==> config.mk <==
export PLATFORM = sky130hd
export DESIGN_NAME = dma_desc_engine
export DESIGN_NICKNAME = d
export VERILOG_FILES = /design/src/rtl/dma_eng_pkg.sv /design/src/rtl/dma_eng_path.sv /design/src/rtl/dma_eng_ctrl.sv /design/src/rtl/dma_desc_engine.sv
export SDC_FILE = /design/constraint.sdc
export NUM_CORES = 1
export LEC_CHECK = 0
export ABC_AREA = 1
export BUFFER_PORTS_ARGS = -buffer_cell sky130_fd_sc_hd__buf_2
export CAP_MARGIN = 20
export CORE_MARGIN = 2
export CORE_UTILIZATION = 32
export CTS_BUF_LIST = sky130_fd_sc_hd__clkbuf_8
export DETAILED_ROUTE_END_ITERATION = 8
export GPL_ROUTABILITY_DRIVEN = 0
export PLACE_DENSITY_LB_ADDON = 0.1
export SLEW_MARGIN = 20
export SYNTH_ARGS = -nofsm -noshare
export SYNTH_HDL_FRONTEND = slang
export SYNTH_SLANG_ARGS = --single-unit
==> constraint.sdc <==
create_clock -name clk -period 3.32 [get_ports clk]
set_input_delay 0.498 -clock clk [delete_from_list [all_inputs] [get_ports clk]]
set_output_delay 0.498 -clock clk [all_outputs]
set_load 0.01 [all_outputs]
==> src/rtl/dma_eng_pkg.sv <==
package dma_eng_pkg;

  localparam int ADDR_W  = 16;
  localparam int LEN_W   = 13;
  localparam int DESC_N  = 8;
  localparam int IDX_W   = $clog2(DESC_N);
  localparam int BYTE_W  = 8;

  localparam logic [2:0] MODE_FIX    = 3'b000;
  localparam logic [2:0] MODE_PLUS1  = 3'b001;
  localparam logic [2:0] MODE_INCL   = 3'b010;
  localparam logic [2:0] MODE_PLUS2  = 3'b011;
  localparam logic [2:0] MODE_PLUS3  = 3'b100;
  localparam logic [2:0] MODE_RSV_A  = 3'b101;
  localparam logic [2:0] MODE_RSV_B  = 3'b110;
  localparam logic [2:0] MODE_FIXALT = 3'b111;

  typedef enum logic [3:0] {
    ST_IDLE, ST_FREQ, ST_FCAP, ST_PARSE, ST_WAITT,
    ST_RD, ST_WR, ST_ADV, ST_CHK, ST_FIN
  } chState_t;

  typedef enum logic [1:0] {SEL_DESC, SEL_SRC, SEL_DST, SEL_NONE} addrSel_t;

  typedef struct packed {
    logic             arm;
    logic             descCap;
    logic [IDX_W-1:0] descIdx;
    logic             parse;
    addrSel_t         addrSel;
    logic             hiByte;
    logic             capUnit;
    logic             advance;
  } pathCtl_t;

endpackage

==> src/rtl/dma_eng_path.sv <==
module dma_eng_path
  import dma_eng_pkg::*;
(
  input  logic              clk,
  input  logic              rstN,
  input  pathCtl_t          ctl,
  input  logic [ADDR_W-1:0] descBase,
  input  logic [BYTE_W-1:0] memRdata,
  output logic [ADDR_W-1:0] memAddr,
  output logic [BYTE_W-1:0] memWdata,
  output logic              isWord,
  output logic              lenZero,
  output logic              lastUnit,
  output logic              cfgErr
);

  localparam int CAND_W = LEN_W + 1;

  logic [ADDR_W-1:0] baseQ, srcQ, dstQ;
  logic [2:0]        modeQ;
  logic [LEN_W-1:0]  lenQ, movedQ, totalQ;
  logic              wordQ, errQ;
  logic [BYTE_W-1:0] firstLoQ, firstHiQ;

  logic              isVar;
  logic [LEN_W-1:0]  firstVal;
  logic [CAND_W-1:0] cand;
  logic [LEN_W-1:0]  capped, clampVal;
  logic [ADDR_W-1:0] step;

  assign isVar = (modeQ == MODE_PLUS1) || (modeQ == MODE_INCL) ||
                 (modeQ == MODE_PLUS2) || (modeQ == MODE_PLUS3);

  // first unit value: a byte, or 13 bits of a little-endian word
  assign firstVal = wordQ ? {firstHiQ[LEN_W-BYTE_W-1:0], firstLoQ}
                          : {{(LEN_W-BYTE_W){1'b0}}, firstLoQ};

  always_comb begin
    unique case (modeQ)
      MODE_PLUS1: cand = {1'b0, firstVal} + CAND_W'(1);
      MODE_PLUS2: cand = {1'b0, firstVal} + CAND_W'(2);
      MODE_PLUS3: cand = {1'b0, firstVal} + CAND_W'(3);
      default:    cand = {1'b0, firstVal};
    endcase
    capped   = (cand > {1'b0, lenQ}) ? lenQ : cand[LEN_W-1:0];
    clampVal = (capped == '0) ? LEN_W'(1) : capped;
  end

  assign step = wordQ ? ADDR_W'(2) : ADDR_W'(1);

  always_ff @(posedge clk) begin
    if (!rstN) begin
      baseQ    <= '0;
      srcQ     <= '0;
      dstQ     <= '0;
      modeQ    <= MODE_FIX;
      lenQ     <= '0;
      movedQ   <= '0;
      totalQ   <= '0;
      wordQ    <= 1'b0;
      errQ     <= 1'b0;
      firstLoQ <= '0;
      firstHiQ <= '0;
    end else begin
      if (ctl.arm) begin
        baseQ    <= descBase;
        errQ     <= 1'b0;
        movedQ   <= '0;
        totalQ   <= '0;
        firstLoQ <= '0;
        firstHiQ <= '0;
      end
      if (ctl.descCap) begin
        unique case (ctl.descIdx)
          3'd0: srcQ[15:8] <= memRdata;
          3'd1: srcQ[7:0]  <= memRdata;
          3'd2: dstQ[15:8] <= memRdata;
          3'd3: dstQ[7:0]  <= memRdata;
          3'd4: begin
            modeQ       <= memRdata[7:5];
            lenQ[12:8]  <= memRdata[4:0];
          end
          3'd5: lenQ[7:0] <= memRdata;
          3'd6: wordQ     <= memRdata[7];
          default: ;
        endcase
      end
      if (ctl.parse) begin
        totalQ <= lenQ;
        errQ   <= (modeQ == MODE_RSV_A) || (modeQ == MODE_RSV_B);
      end
      if (ctl.capUnit && movedQ == '0) begin
        if (ctl.hiByte) firstHiQ <= memRdata;
        else            firstLoQ <= memRdata;
      end
      if (ctl.advance) begin
        srcQ   <= srcQ + step;
        dstQ   <= dstQ + step;
        movedQ <= movedQ + LEN_W'(1);
        if (isVar && movedQ == '0) totalQ <= clampVal;
      end
    end
  end

  always_comb begin
    unique case (ctl.addrSel)
      SEL_DESC: memAddr = baseQ + ADDR_W'(ctl.descIdx);
      SEL_SRC:  memAddr = srcQ + ADDR_W'(ctl.hiByte);
      SEL_DST:  memAddr = dstQ + ADDR_W'(ctl.hiByte);
      default:  memAddr = '0;
    endcase
  end

  assign memWdata = memRdata;
  assign isWord   = wordQ;
  assign lenZero  = (lenQ == '0);
  assign lastUnit = (movedQ >= totalQ);
  assign cfgErr   = errQ;


  total_clamp_chk: assert property (@(posedge clk) disable iff (!rstN)
    (ctl.advance && isVar && movedQ == '0) |=> (totalQ <= lenQ && totalQ != '0));


  moved_bound_chk: assert property (@(posedge clk) disable iff (!rstN)
    ctl.advance |=> (movedQ <= totalQ));

endmodule

==> src/rtl/dma_eng_ctrl.sv <==
module dma_eng_ctrl
  import dma_eng_pkg::*;
(
  input  logic     clk,
  input  logic     rstN,
  input  logic     armStart,
  input  logic     trigHit,
  input  logic     isWord,
  input  logic     lenZero,
  input  logic     lastUnit,
  output pathCtl_t ctl,
  output logic     memRd,
  output logic     memWr,
  output logic     busy,
  output logic     done
);

  chState_t         stateQ, stateD;
  logic [IDX_W-1:0] idxQ;
  logic             hiQ;

  always_comb begin
    stateD      = stateQ;
    ctl         = '0;
    ctl.addrSel = SEL_NONE;
    ctl.descIdx = idxQ;
    ctl.hiByte  = hiQ;
    memRd       = 1'b0;
    memWr       = 1'b0;
    done        = 1'b0;
    unique case (stateQ)
      ST_IDLE: if (armStart) begin
        ctl.arm = 1'b1;
        stateD  = ST_FREQ;
      end
      ST_FREQ: begin
        ctl.addrSel = SEL_DESC;
        memRd       = 1'b1;
        stateD      = ST_FCAP;
      end
      ST_FCAP: begin
        ctl.descCap = 1'b1;
        stateD      = (idxQ == IDX_W'(DESC_N-1)) ? ST_PARSE : ST_FREQ;
      end
      ST_PARSE: begin
        ctl.parse = 1'b1;
        stateD    = lenZero ? ST_FIN : ST_WAITT;
      end
      ST_WAITT: if (trigHit) stateD = ST_RD;
      ST_RD: begin
        ctl.addrSel = SEL_SRC;
        memRd       = 1'b1;
        stateD      = ST_WR;
      end
      ST_WR: begin
        ctl.addrSel = SEL_DST;
        ctl.capUnit = 1'b1;
        memWr       = 1'b1;
        stateD      = (isWord && !hiQ) ? ST_RD : ST_ADV;
      end
      ST_ADV: begin
        ctl.advance = 1'b1;
        stateD      = ST_CHK;
      end
      ST_CHK: stateD = lastUnit ? ST_FIN : ST_WAITT;
      ST_FIN: begin
        done   = 1'b1;
        stateD = ST_IDLE;
      end
      default: stateD = ST_IDLE;
    endcase
  end

  always_ff @(posedge clk) begin
    if (!rstN) begin
      stateQ <= ST_IDLE;
      idxQ   <= '0;
      hiQ    <= 1'b0;
    end else begin
      stateQ <= stateD;
      if (stateQ == ST_IDLE)      idxQ <= '0;
      else if (stateQ == ST_FCAP) idxQ <= idxQ + IDX_W'(1);
      if (stateQ == ST_WAITT)                 hiQ <= 1'b0;
      else if (stateQ == ST_WR && isWord)     hiQ <= ~hiQ;
    end
  end

  assign busy = (stateQ != ST_IDLE);


  wr_after_rd_chk: assert property (@(posedge clk) disable iff (!rstN)
    memWr |-> $past(memRd));


  port_excl_chk: assert property (@(posedge clk) disable iff (!rstN)
    !(memRd && memWr));


  done_pulse_chk: assert property (@(posedge clk) disable iff (!rstN)
    done |=> !done);


  idle_quiet_chk: assert property (@(posedge clk) disable iff (!rstN)
    !busy |-> (!memWr && !memRd && !done));

endmodule

==> src/rtl/dma_desc_engine.sv <==
module dma_desc_engine
  import dma_eng_pkg::*;
#(
  parameter int TRIG_SEL_W = 5,
  localparam int TRIG_N    = 1 << TRIG_SEL_W
) (
  input  logic                  clk,
  input  logic                  rstN,
  input  logic                  armStart,
  input  logic [ADDR_W-1:0]     descAddr,
  input  logic [TRIG_SEL_W-1:0] trigSel,
  input  logic [TRIG_N-1:0]     trigVec,
  output logic [ADDR_W-1:0]     memAddr,
  output logic                  memRd,
  output logic                  memWr,
  output logic [BYTE_W-1:0]     memWdata,
  input  logic [BYTE_W-1:0]     memRdata,
  output logic                  busy,
  output logic                  done,
  output logic                  cfgErr
);

  pathCtl_t ctl;
  logic     trigHit, isWord, lenZero, lastUnit;

  assign trigHit = trigVec[trigSel];

  dma_eng_ctrl u_ctrl (
    .clk      (clk),
    .rstN     (rstN),
    .armStart (armStart),
    .trigHit  (trigHit),
    .isWord   (isWord),
    .lenZero  (lenZero),
    .lastUnit (lastUnit),
    .ctl      (ctl),
    .memRd    (memRd),
    .memWr    (memWr),
    .busy     (busy),
    .done     (done)
  );

  dma_eng_path u_path (
    .clk      (clk),
    .rstN     (rstN),
    .ctl      (ctl),
    .descBase (descAddr),
    .memRdata (memRdata),
    .memAddr  (memAddr),
    .memWdata (memWdata),
    .isWord   (isWord),
    .lenZero  (lenZero),
    .lastUnit (lastUnit),
    .cfgErr   (cfgErr)
  );


  err_hold_chk: assert property (@(posedge clk) disable iff (!rstN)
    (cfgErr && !armStart) |=> cfgErr);

endmodule

Word-level counts from Yosys, hierarchy flattened
Cells that the tools add are included.

Flip-flop bits (word level): 116. Output and inout bits: 29. Word-level logic and storage cells: 138.

$add $sub $neg: 10. Order comparisons: 3. Equal/unequal tests: 26. Muxes and demuxes: 46. Bitwise logic cells: 2. Reductions and logical operators: 34.

Operators with widths (count): two-way mux 13 bit (9); two-way mux 8 bit (10); two-way mux 16 bit (4); case mux 16 bit (3 select lines) (1); case mux 14 bit (3 select lines) (1); zero test 13 bit (3); case mux 4 bit (9 select lines) (1); adder 16 x 1 -> 16 bit (2); adder 16 bit (2); adder 13 x 2 -> 14 bit (second input constant) (2); equality test 3 bit (second input constant) (7); adder 16 x 3 -> 16 bit (1); equality test 4 x 3 -> 1 bit (second input constant) (4); two-way mux 4 bit (4); AND reduction 2 bit (8); adder 13 x 1 -> 14 bit (second input constant) (1); greater-than comparator 14 x 13 -> 1 bit (1); nonzero test 2 bit (7); adder 13 x 1 -> 13 bit (second input constant) (1); >= comparator 13 bit (1); equality test 3 x 2 -> 1 bit (second input constant) (4); two-way mux 1 bit (11); equality test 4 x 2 -> 1 bit (second input constant) (2); equality test 4 bit (second input constant) (2); other kinds (19) (32).

Logic depth before layout (Yosys ltp)
Gate-level depths: netlist of the first run.

Word-level depth: 9. Gate-level depth with buffers: 30. Mapped depth without buffers: 29.

By module
Synthesis of the first run repeated with hierarchy kept, for this count alone.

Cells, all modules: 1344. Area total of the unflattened synthesis: 8486.9 um2.

Modules (own cells, without submodules): dma_eng_path (times used 1, cells each 1186, area each 7584.8 um2, sequential area each 2102.0 um2); dma_eng_ctrl (times used 1, cells each 80, area each 526.8 um2, sequential area each 160.2 um2); dma_desc_engine (times used 1, cells each 78, area each 375.4 um2, sequential area each 0.0 um2).

Worst setup path before layout of the first run
Ideal clock, no wire load.

Kind: reg-to-output. Start: register u_ctrl.stateQ[2]. End: output memAddr[12]. Arrival: 3097 ps. Path slack: -275 ps. Cell stages (with the launch flop): 20. Cell sequence: dfxtp_1 > inv_1 > nor2_1 > nand2_1 > inv_1 > ha_1 > buf_6 > buf_8 > buf_2 > mux2_2 > ha_1 > ha_1 > nand4_1 > nor2_1 > nand2_1 > nor2_1 > nand4_1 > o21ai_0 > a21o_1 > a21oi_1.

Longest elaborated chain between the ends: 4. Elaborated cells on any way between the ends: 8. Those cells by class: eq/ne: 5; mux: 2; reduce/logical: 1.

Ends and longest elaborated chain: from (decl) (line dma_eng_ctrl.sv:18) `chState_t stateQ, stateD;`; from (signal assigned) (line dma_eng_ctrl.sv:80) `stateQ <= stateD;`; equality test 4 x 3 -> 1 bit or equality test 4 x 1 -> 1 bit (tied branches) (line dma_eng_ctrl.sv:31) `unique case (stateQ)`; case mux 2 bit (3 select lines) * (line dma_eng_ctrl.sv:31); equality test 2 bit (tied with other cells) (line dma_eng_path.sv:106) `unique case (ctl.addrSel)`; case mux 16 bit (3 select lines) * (line dma_eng_path.sv:106); to (decl) (line dma_desc_engine.sv:13) `output logic [ADDR_W-1:0] memAddr,`.

Every way passes the cells marked *; elsewhere a longest branch is shown, timed or not.

Final worst setup path of the first run
Start: register u_ctrl.stateQ[0]. End: output memAddr[10].

The elaborated chain is that of the path after synthesis.

==> results of run 1 <==
[final timing paths]
path / from / to / slack [ps] / depth (start not counted)
min reg2reg: u_path.baseQ[2]$_SDFFE_PN0P_ / u_path.baseQ[2]$_SDFFE_PN0P_ / 470 / 2
max: u_ctrl.stateQ[0]$_SDFFE_PN0P_ / memAddr[10] / -250 / 18
max reg2reg: u_path.modeQ[1]$_SDFFE_PN0P_ / u_path.totalQ[0]$_SDFF_PN0_ / 170 / 22
min: descAddr[2] / u_path.baseQ[2]$_SDFFE_PN0P_ / 310 / 3
[layout make-up]
cell class                      instances  area, um^2
Clock inverter                         15         113
Sequential cell                       113        2270
Inverter                              196         737
Clock buffer                           17         234
Multi-Input combinational cell        930        5560
Timing Repair Buffer                  173        1210
Fill cell                            2759       15400
Tap cell                              335         419
[flip-flops by register name, indices dropped and copies added, names as in the netlist]
register,cells
u_path.firstLoQ,8
u_path.modeQ,3
u_path.srcQ,16
u_ctrl.idxQ,3
u_path.movedQ,13
u_path.firstHiQ,5
u_path.baseQ,16
u_path.isWord,1
u_path.cfgErr,1
u_path.dstQ,16
u_ctrl.hiQ,1
u_path.totalQ,13
u_ctrl.stateQ,4
u_path.lenQ,13
[cell usage in the layout, fill, tap and decap left out, types with 13 or more instances in the layout]
master / synthesis / final
nand4_1: 21 / 21
inv_2: 10 / 17
nand3_1: 93 / 89
clkbuf_8: 0 / 17
o21ai_0: 96 / 88
nor2_1: 114 / 103
dfxtp_1: 113 / 107
a31oi_1: 23 / 23
nand2_1: 258 / 248
buf_4: 8 / 68
nor3_1: 19 / 16
buf_2: 9 / 91
o221ai_1: 20 / 18
a21oi_1: 90 / 76
a21oi_2: 0 / 13
a211oi_1: 16 / 16
inv_1: 183 / 175
ha_1: 47 / 41
[logic make-up after synthesis]
group | synth area share [%]
AOI/OAI and AO/OA | 21.5
xor gates and xnor gates | 1.46
adders and majority gates | 7.98
buffers and inverters | 11.7
DFF | 27.0
muxes | 0.254
and+or+nand+nor | 30.0
[stage by stage]
stage | std cells | hold WS [ps]
after detailed placement | 1696 | 466
after CTS | 1771 | 292
after global placement | 1696 | 464
final | 1779 | 314
after floorplan | 1283 | 445
after global routing | 1779 | 298
[power breakdown]
part	total [uW]	internal, uW	switching, uW
sequential	1410	1390	25.0
combinational	527	209	318
clock	1200	520	676
[layer usage]
metal	share of wire (%)	track usage [%]	vias to the layer above
met1	49	27.4	4067
met3	3.3	2.76	27
met2	46	33.3	168
met5	0	0	-
li1	-	-	4604
met4	1.6	5.82	0
[critical path, stage by stage, from the launching register on]
cell,delay [ps]
dfxtp_2,350
inv_1,50
nor2_2,130
inv_2,60
nor2_4,90
inv_2,60
ha_4,200
mux2_4,230
ha_4,160
ha_4,150
nand4_1,130
nor2_2,170
nand2_2,70
nor2_2,130
nand2_1,80
o21bai_1,140
nand3_1,100
a21oi_2,170
buf_2,140
[what timing repair did]
action,CTS,global route
setup endpoints to repair,16,31
cloned,1,3
buffers inserted,42,12
pin swaps,23,43
gates resized for setup,32,74
==> out/metrics.yaml, run 1 <==
run_status:
  status: "finished with violations"
  violations: "negative setup slack"
setup_path:
  criticalPathCategory: "reg -> out"
  critPathArrivalTime_ps: 3080
  critPathRequiredTime_ps: 2820
  path_max_fanout: 4
  start_kind: "register"
  endpoint_kind: "primary output"
sta:
  maxSlewViolCount: 0
  setup_viol_count_final: 13
  layout_setup_ws_ps: -255
  rsz0062_at_grt: "yes"
  fmax_ghz: 0.280
  fin_skew_ps: 18.6
  worst_pin_slew_ps: 667
  period_minus_slack_ps: 3570
  slew_headroom_pct: 55.4
  setup-tns-final_ps: -2400
  hold_violations: 0
  period_share_pct: 108
synthesis:
  yosysUniqueCellTypes: 58
  synth_largest_area_cell: "dfxtp_1"
  avgSynthCellArea_um2: 6.53
  ys_top_cells_by_count: "nand2_1, inv_1, nor2_1"
  synth_ff_type: "dfxtp_1"
  syn-num-nets: 1398
  yosys_register_bits: 113
  syn-instance-count: 1283
  synthArstFlopShare_pct: 0
  synth_top_area_share_pct: 27.0
  syn_area_mm2: 0.00837
  synthTopCellsByArea: "dfxtp_1, nand2_1, inv_1"
  yosysWarnings: 0
  ys_seq_area_share_pct: 27.0
  yosysMostFrequentCell: "nand2_1"
  synth_enable_flop_cells: 0
drt:
  first_pass_iters: 5
  vias_per_cell: 4.98
  wl_um: 27900
  wire_per_inst_um: 15.7
  ant_nets: 0
  drtIter0Drc: 462
  drc: 0
  vias: 8866
clocking:
  cts_tree: "built"
  cts_root_buffer: "clkbuf_8"
  cts_buffers: 17
  cts_sinks: 113
  worstSkewPairLatency_ps: 460
  clk_path_buf_depth: 2
  h-tree-depth: 4
  hold_buffers: 0
  clk_pin_slew_ps: 90
global_route:
  grt_max_degree: 54
  grt_pass1_wl_um: 44800
  grtUsageTotal_pct: 20.1
  grt_pass1_vias: 8649
  antenna_found_initial: 0
  grt_remaining_overflow: 0
floorplan:
  start_util_pct: 32.3
  ios: 93
  die_h_um: 166
  dieArea_mm2: 0.0275
  die_x_um: 166
  core_area_mm2: 0.0259
  rows: 59
layout:
  nets: 1546
  area_delta_synth_final_pct: 25.8
  final_area_mm2: 0.0105
  diodes: 0
  drive_above_1_share_pct: 22.9
  post-route-util_pct: 40.7
place:
  placed_area_mm2: 0.00934
  io_buffers: 92
  place_hpwl_um: 20400
  pre_cts_ws_ps: -48.7
pwr:
  ir_worst_vdd_uv: 183
  p_per_area_mw_per_mm2: 298
  total_power_uw: 3140
  leakagePower_uw: 0.00440
run:
  maxCapViolations: 0
worst_hold_path:
  worst_hold_path_type: "in -> reg"
No activity file was read; power rests on OpenSTA's default activity.
==> inputs of run 2 (changes only) <==
--- a/config.mk
+++ b/config.mk
@@ -19,2 +19,3 @@
 export SYNTH_HDL_FRONTEND = slang
+export SYNTH_HIERARCHICAL = 1
 export SYNTH_SLANG_ARGS = --single-unit
==> constraint.sdc (replaced) <==
create_clock -name clk -period 3.32 [get_ports clk]
set_input_delay 0.664 -clock clk [delete_from_list [all_inputs] [get_ports clk]]
set_output_delay 0.664 -clock clk [all_outputs]
set_load 0.01 [all_outputs]
==> run 2 against run 1 <==
Net effect: the run still ends with negative setup slack left; clock-buffer cell count up 4; critical path depth grew 3; sequential power hardly changed; largest cell class unchanged; largest power group is now clock; highest routed layer unchanged.
==> out/metrics.yaml, run 2 <==
run_status:
  status: "finished with violations"
  violations: "negative setup slack"
sta:
  period_share_pct: 115  # +7.8 points
  maxSlewViolCount: 0  # unchanged
  hold_violations: 0  # unchanged
  fin_skew_ps: 10.1  # -8.57 ps
  rsz0062_at_grt: "yes"
  timing.hold.ws_ps: 442  # +128 ps
  slew_headroom_pct: 39.6  # -16 points
  setup-tns-final_ps: -3680  # -1280 ps
  period_minus_slack_ps: 3830  # +259 ps
  setup_viol_count_final: 11  # -2
  layout_setup_ws_ps: -514  # -259 ps
  fmax_ghz: 0.261  # -6.8%
  worst_pin_slew_ps: 903  # +236 ps
setup_path:
  rr_startpoint: "u_path/modeQ[1]$_SDFFE_PN0P_"
  critPathArrivalTime_ps: 3170  # +90 ps
  endpoint_kind: "primary output"
  worstRegToRegCells: 29  # +32%
  worstSetupStartpoint: "u_ctrl/stateQ[1]$_SDFFE_PN0P_"
  path_max_fanout: 6  # +2
  criticalPathCategory: "reg -> out"
  critPathRequiredTime_ps: 2660  # -160 ps
  start_kind: "register"
place:
  io_buffers: 92  # unchanged
  place_hpwl_um: 21100  # +3.4%
clocking:
  cts_tree: "built"
  clk_path_buf_depth: 2  # unchanged
  worstSkewPairLatency_ps: 440  # -20 ps
  cts_root_buffer: "clkbuf_8"
  cts_buffers: 17  # unchanged
  h-tree-depth: 4  # unchanged
  hold_buffers: 0  # unchanged
  clk_pin_slew_ps: 80  # about the same
  cts_sinks: 113  # unchanged
synthesis:
  yosysUniqueCellTypes: 59  # +1.7%
  syn-instance-count: 1344  # +4.8%
  synthTopCellsByArea: "dfxtp_1, nand2_1, inv_1"
  synth_top_area_share_pct: 26.7  # -0.36 points
  yosys_register_bits: 113  # unchanged
  syn_area_mm2: 0.00849  # +1.3%
  synth_enable_flop_cells: 0  # unchanged
  syn-num-nets: 1456  # +4.1%
  synth_ff_type: "dfxtp_1"
  synth_largest_area_cell: "dfxtp_1"
  avgSynthCellArea_um2: 6.31  # -3.3%
  yosysMostFrequentCell: "nand2_1"
  ys_seq_area_share_pct: 26.7  # -0.36 points
  ys_top_cells_by_count: "nand2_1, inv_1, nor2_1"
  synthArstFlopShare_pct: 0  # unchanged
  yosysWarnings: 6  # +6
floorplan:
  die_x_um: 167  # +0.65%
  core_area_mm2: 0.0261  # +0.57%
  die_h_um: 167  # +0.65%
  dieArea_mm2: 0.0278  # +1.3%
  ios: 93  # unchanged
  start_util_pct: 32.6  # +0.25 points
  rows: 59  # unchanged
worst_hold_path:
  whs_path_depth: 3  # unchanged
  worst_hold_path_type: "in -> reg"
  holdCritStartpoint: "descAddr[1]"
drt:
  vias: 9146  # +3.2%
  ant_nets: 0  # unchanged
  dr_wl_met2_um: 13900  # +9.5%
  wl_met3_um: 581  # -36%
  dr.max_layer_used: "met4"
  vias_per_cell: 4.91  # -1.5%
  wire_per_inst_um: 15.1  # -3.6%
  wl_um: 28100  # +1.0%
  drt-met1-wl_um: 13200  # -4.0%
  drtIter0Drc: 510  # +10%
  drc: 0  # unchanged
  first_pass_iters: 5  # unchanged
pwr:
  switchingPower_uw: 973  # -4.6%
  power_frac_clock_pct: 44.8  # +6.7 points
  p_per_area_mw_per_mm2: 318  # +6.8%
  p_seq_share_pct: 39.9  # -5.2 points
  leakagePower_uw: 0.00493  # +12%
  combPwrFrac_pct: 15.4  # -1.4 points
  swShare_pct: 27.5  # -5.0 points
  p_int_uw: 2560  # +21%
  ir_worst_vdd_uv: 186  # +1.7%
global_route:
  grt_max_degree: 48  # -11%
  grt_pass1_wl_um: 44900  # +0.31%
  grtUsageTotal_pct: 20.0  # -0.16 points
  grt_pass1_vias: 8681  # +0.37%
  antenna_found_initial: 0  # unchanged
  grt_remaining_overflow: 0  # unchanged
layout:
  drive_above_1_share_pct: 26.5  # +3.6 points
  largest_registers: "u_path/baseQ (16), u_path/dstQ (16), u_path/srcQ (16)"
  layout_commonest_cell: "nand2_1"
  final_cell_mix: "nand2_1, inv_1, nor2_1"
  area_delta_synth_final_pct: 30.9
  nets: 1629  # +5.4%
  diodes: 0  # unchanged
run:
  maxCapViolations: 0  # unchanged
==> run 2: path summary, 6_finish.rpt <==
check | slack, ps | endpoint
hold reg to reg | 470 | u_path/cfgErr$_SDFFE_PN0P_
setup / recovery | -510 | memAddr[15]
setup reg to reg | -60 | u_path/totalQ[0]$_SDFF_PN0_
hold / removal | 440 | u_path/baseQ[1]$_SDFFE_PN0P_
==> run 2: repair_timing <==
| item | 4_1_cts | 5_1_grt |
|---|---|---|
| pin swaps | 24 | 37 |
| endpoints found under the setup margin | 27 | 28 |
| buffers inserted | 23 | 9 |
| gates resized for setup | 50 | 105 |
| gates cloned | 2 | 2 |
==> run 2: kinds of logic (layout without fill, tap and decap cells) <==
logic type	count (synthesis)	after routing	share of synthesized area (%)
AND/OR/NAND/NOR	605	607	31.3
AO/OA/AOI/OAI	299	299	20.0
buffers and inverters	260	443	12.6
flip-flops	113	113	26.7
adder cells (fa/ha/maj)	48	48	7.43
XOR/XNOR	17	17	1.75
multiplexers	2	2	0.251
==> run 2: worst max-delay path, stage by stage (launching register included) <==
cell and delay, ps:
dfxtp_2 330, inv_2 70, nor2_4 40, nand2_2 60
inv_2 50, a31oi_4 140, inv_2 70, ha_4 170
buf_8 130, buf_12 130, o21a_4 230, inv_2 60
nand4_1 90, or2_1 270, nor2_2 120, inv_2 60
nor2_4 140, nand2_4 80, o21ai_2 130, nand3b_1 100
a21oi_2 130, buf_2 140
==> run 2: power groups by stage <==
stage               Clock (uW)  Combinational (uW)  Sequential (uW)
floorplan                    0                 293             1440
global placement             0                 470             1440
detailed placement           0                 471             1440
CTS                       1630                 535             1410
global route              1690                 606             1410
finish                    1580                 543             1410
==> run 2: routing by layer <==
metal	global-route usage (%)	vias to the layer above
met5	0	-
met4	4.57	0
met3	3.11	27
met2	34.8	102
met1	25.9	4249
li1	-	4768
==> run 2: area by class of cell <==
| type | count | area [um^2] |
|---|---|---|
| fill | 2817 | 14900 |
| multi-input combinational | 973 | 5760 |
| sequential | 113 | 2270 |
| timing repair buffer | 202 | 1390 |
| inverter | 210 | 798 |
| tap | 335 | 419 |
| clock buffer | 21 | 289 |
| clock inverter | 10 | 181 |
==> run 2: per-stage QoR <==
| step | instance area, um^2 | cells | setup WS [ps] | utilization, % | power, uW |
|---|---|---|---|---|---|
| final | 11100 | 1864 | -514 | 42.6 | 3540 |
| after global routing | 11100 | 1864 | -754 | 42.6 | 3710 |
| after CTS | 10700 | 1861 | -463 | 41.0 | 3580 |
| after detailed placement | 9900 | 1816 | -176 | 38.0 | 1910 |
| after global placement | 9900 | 1816 | -127 | 38.0 | 1910 |
| after floorplan | 8580 | 1344 | -449 | - | 1730 |
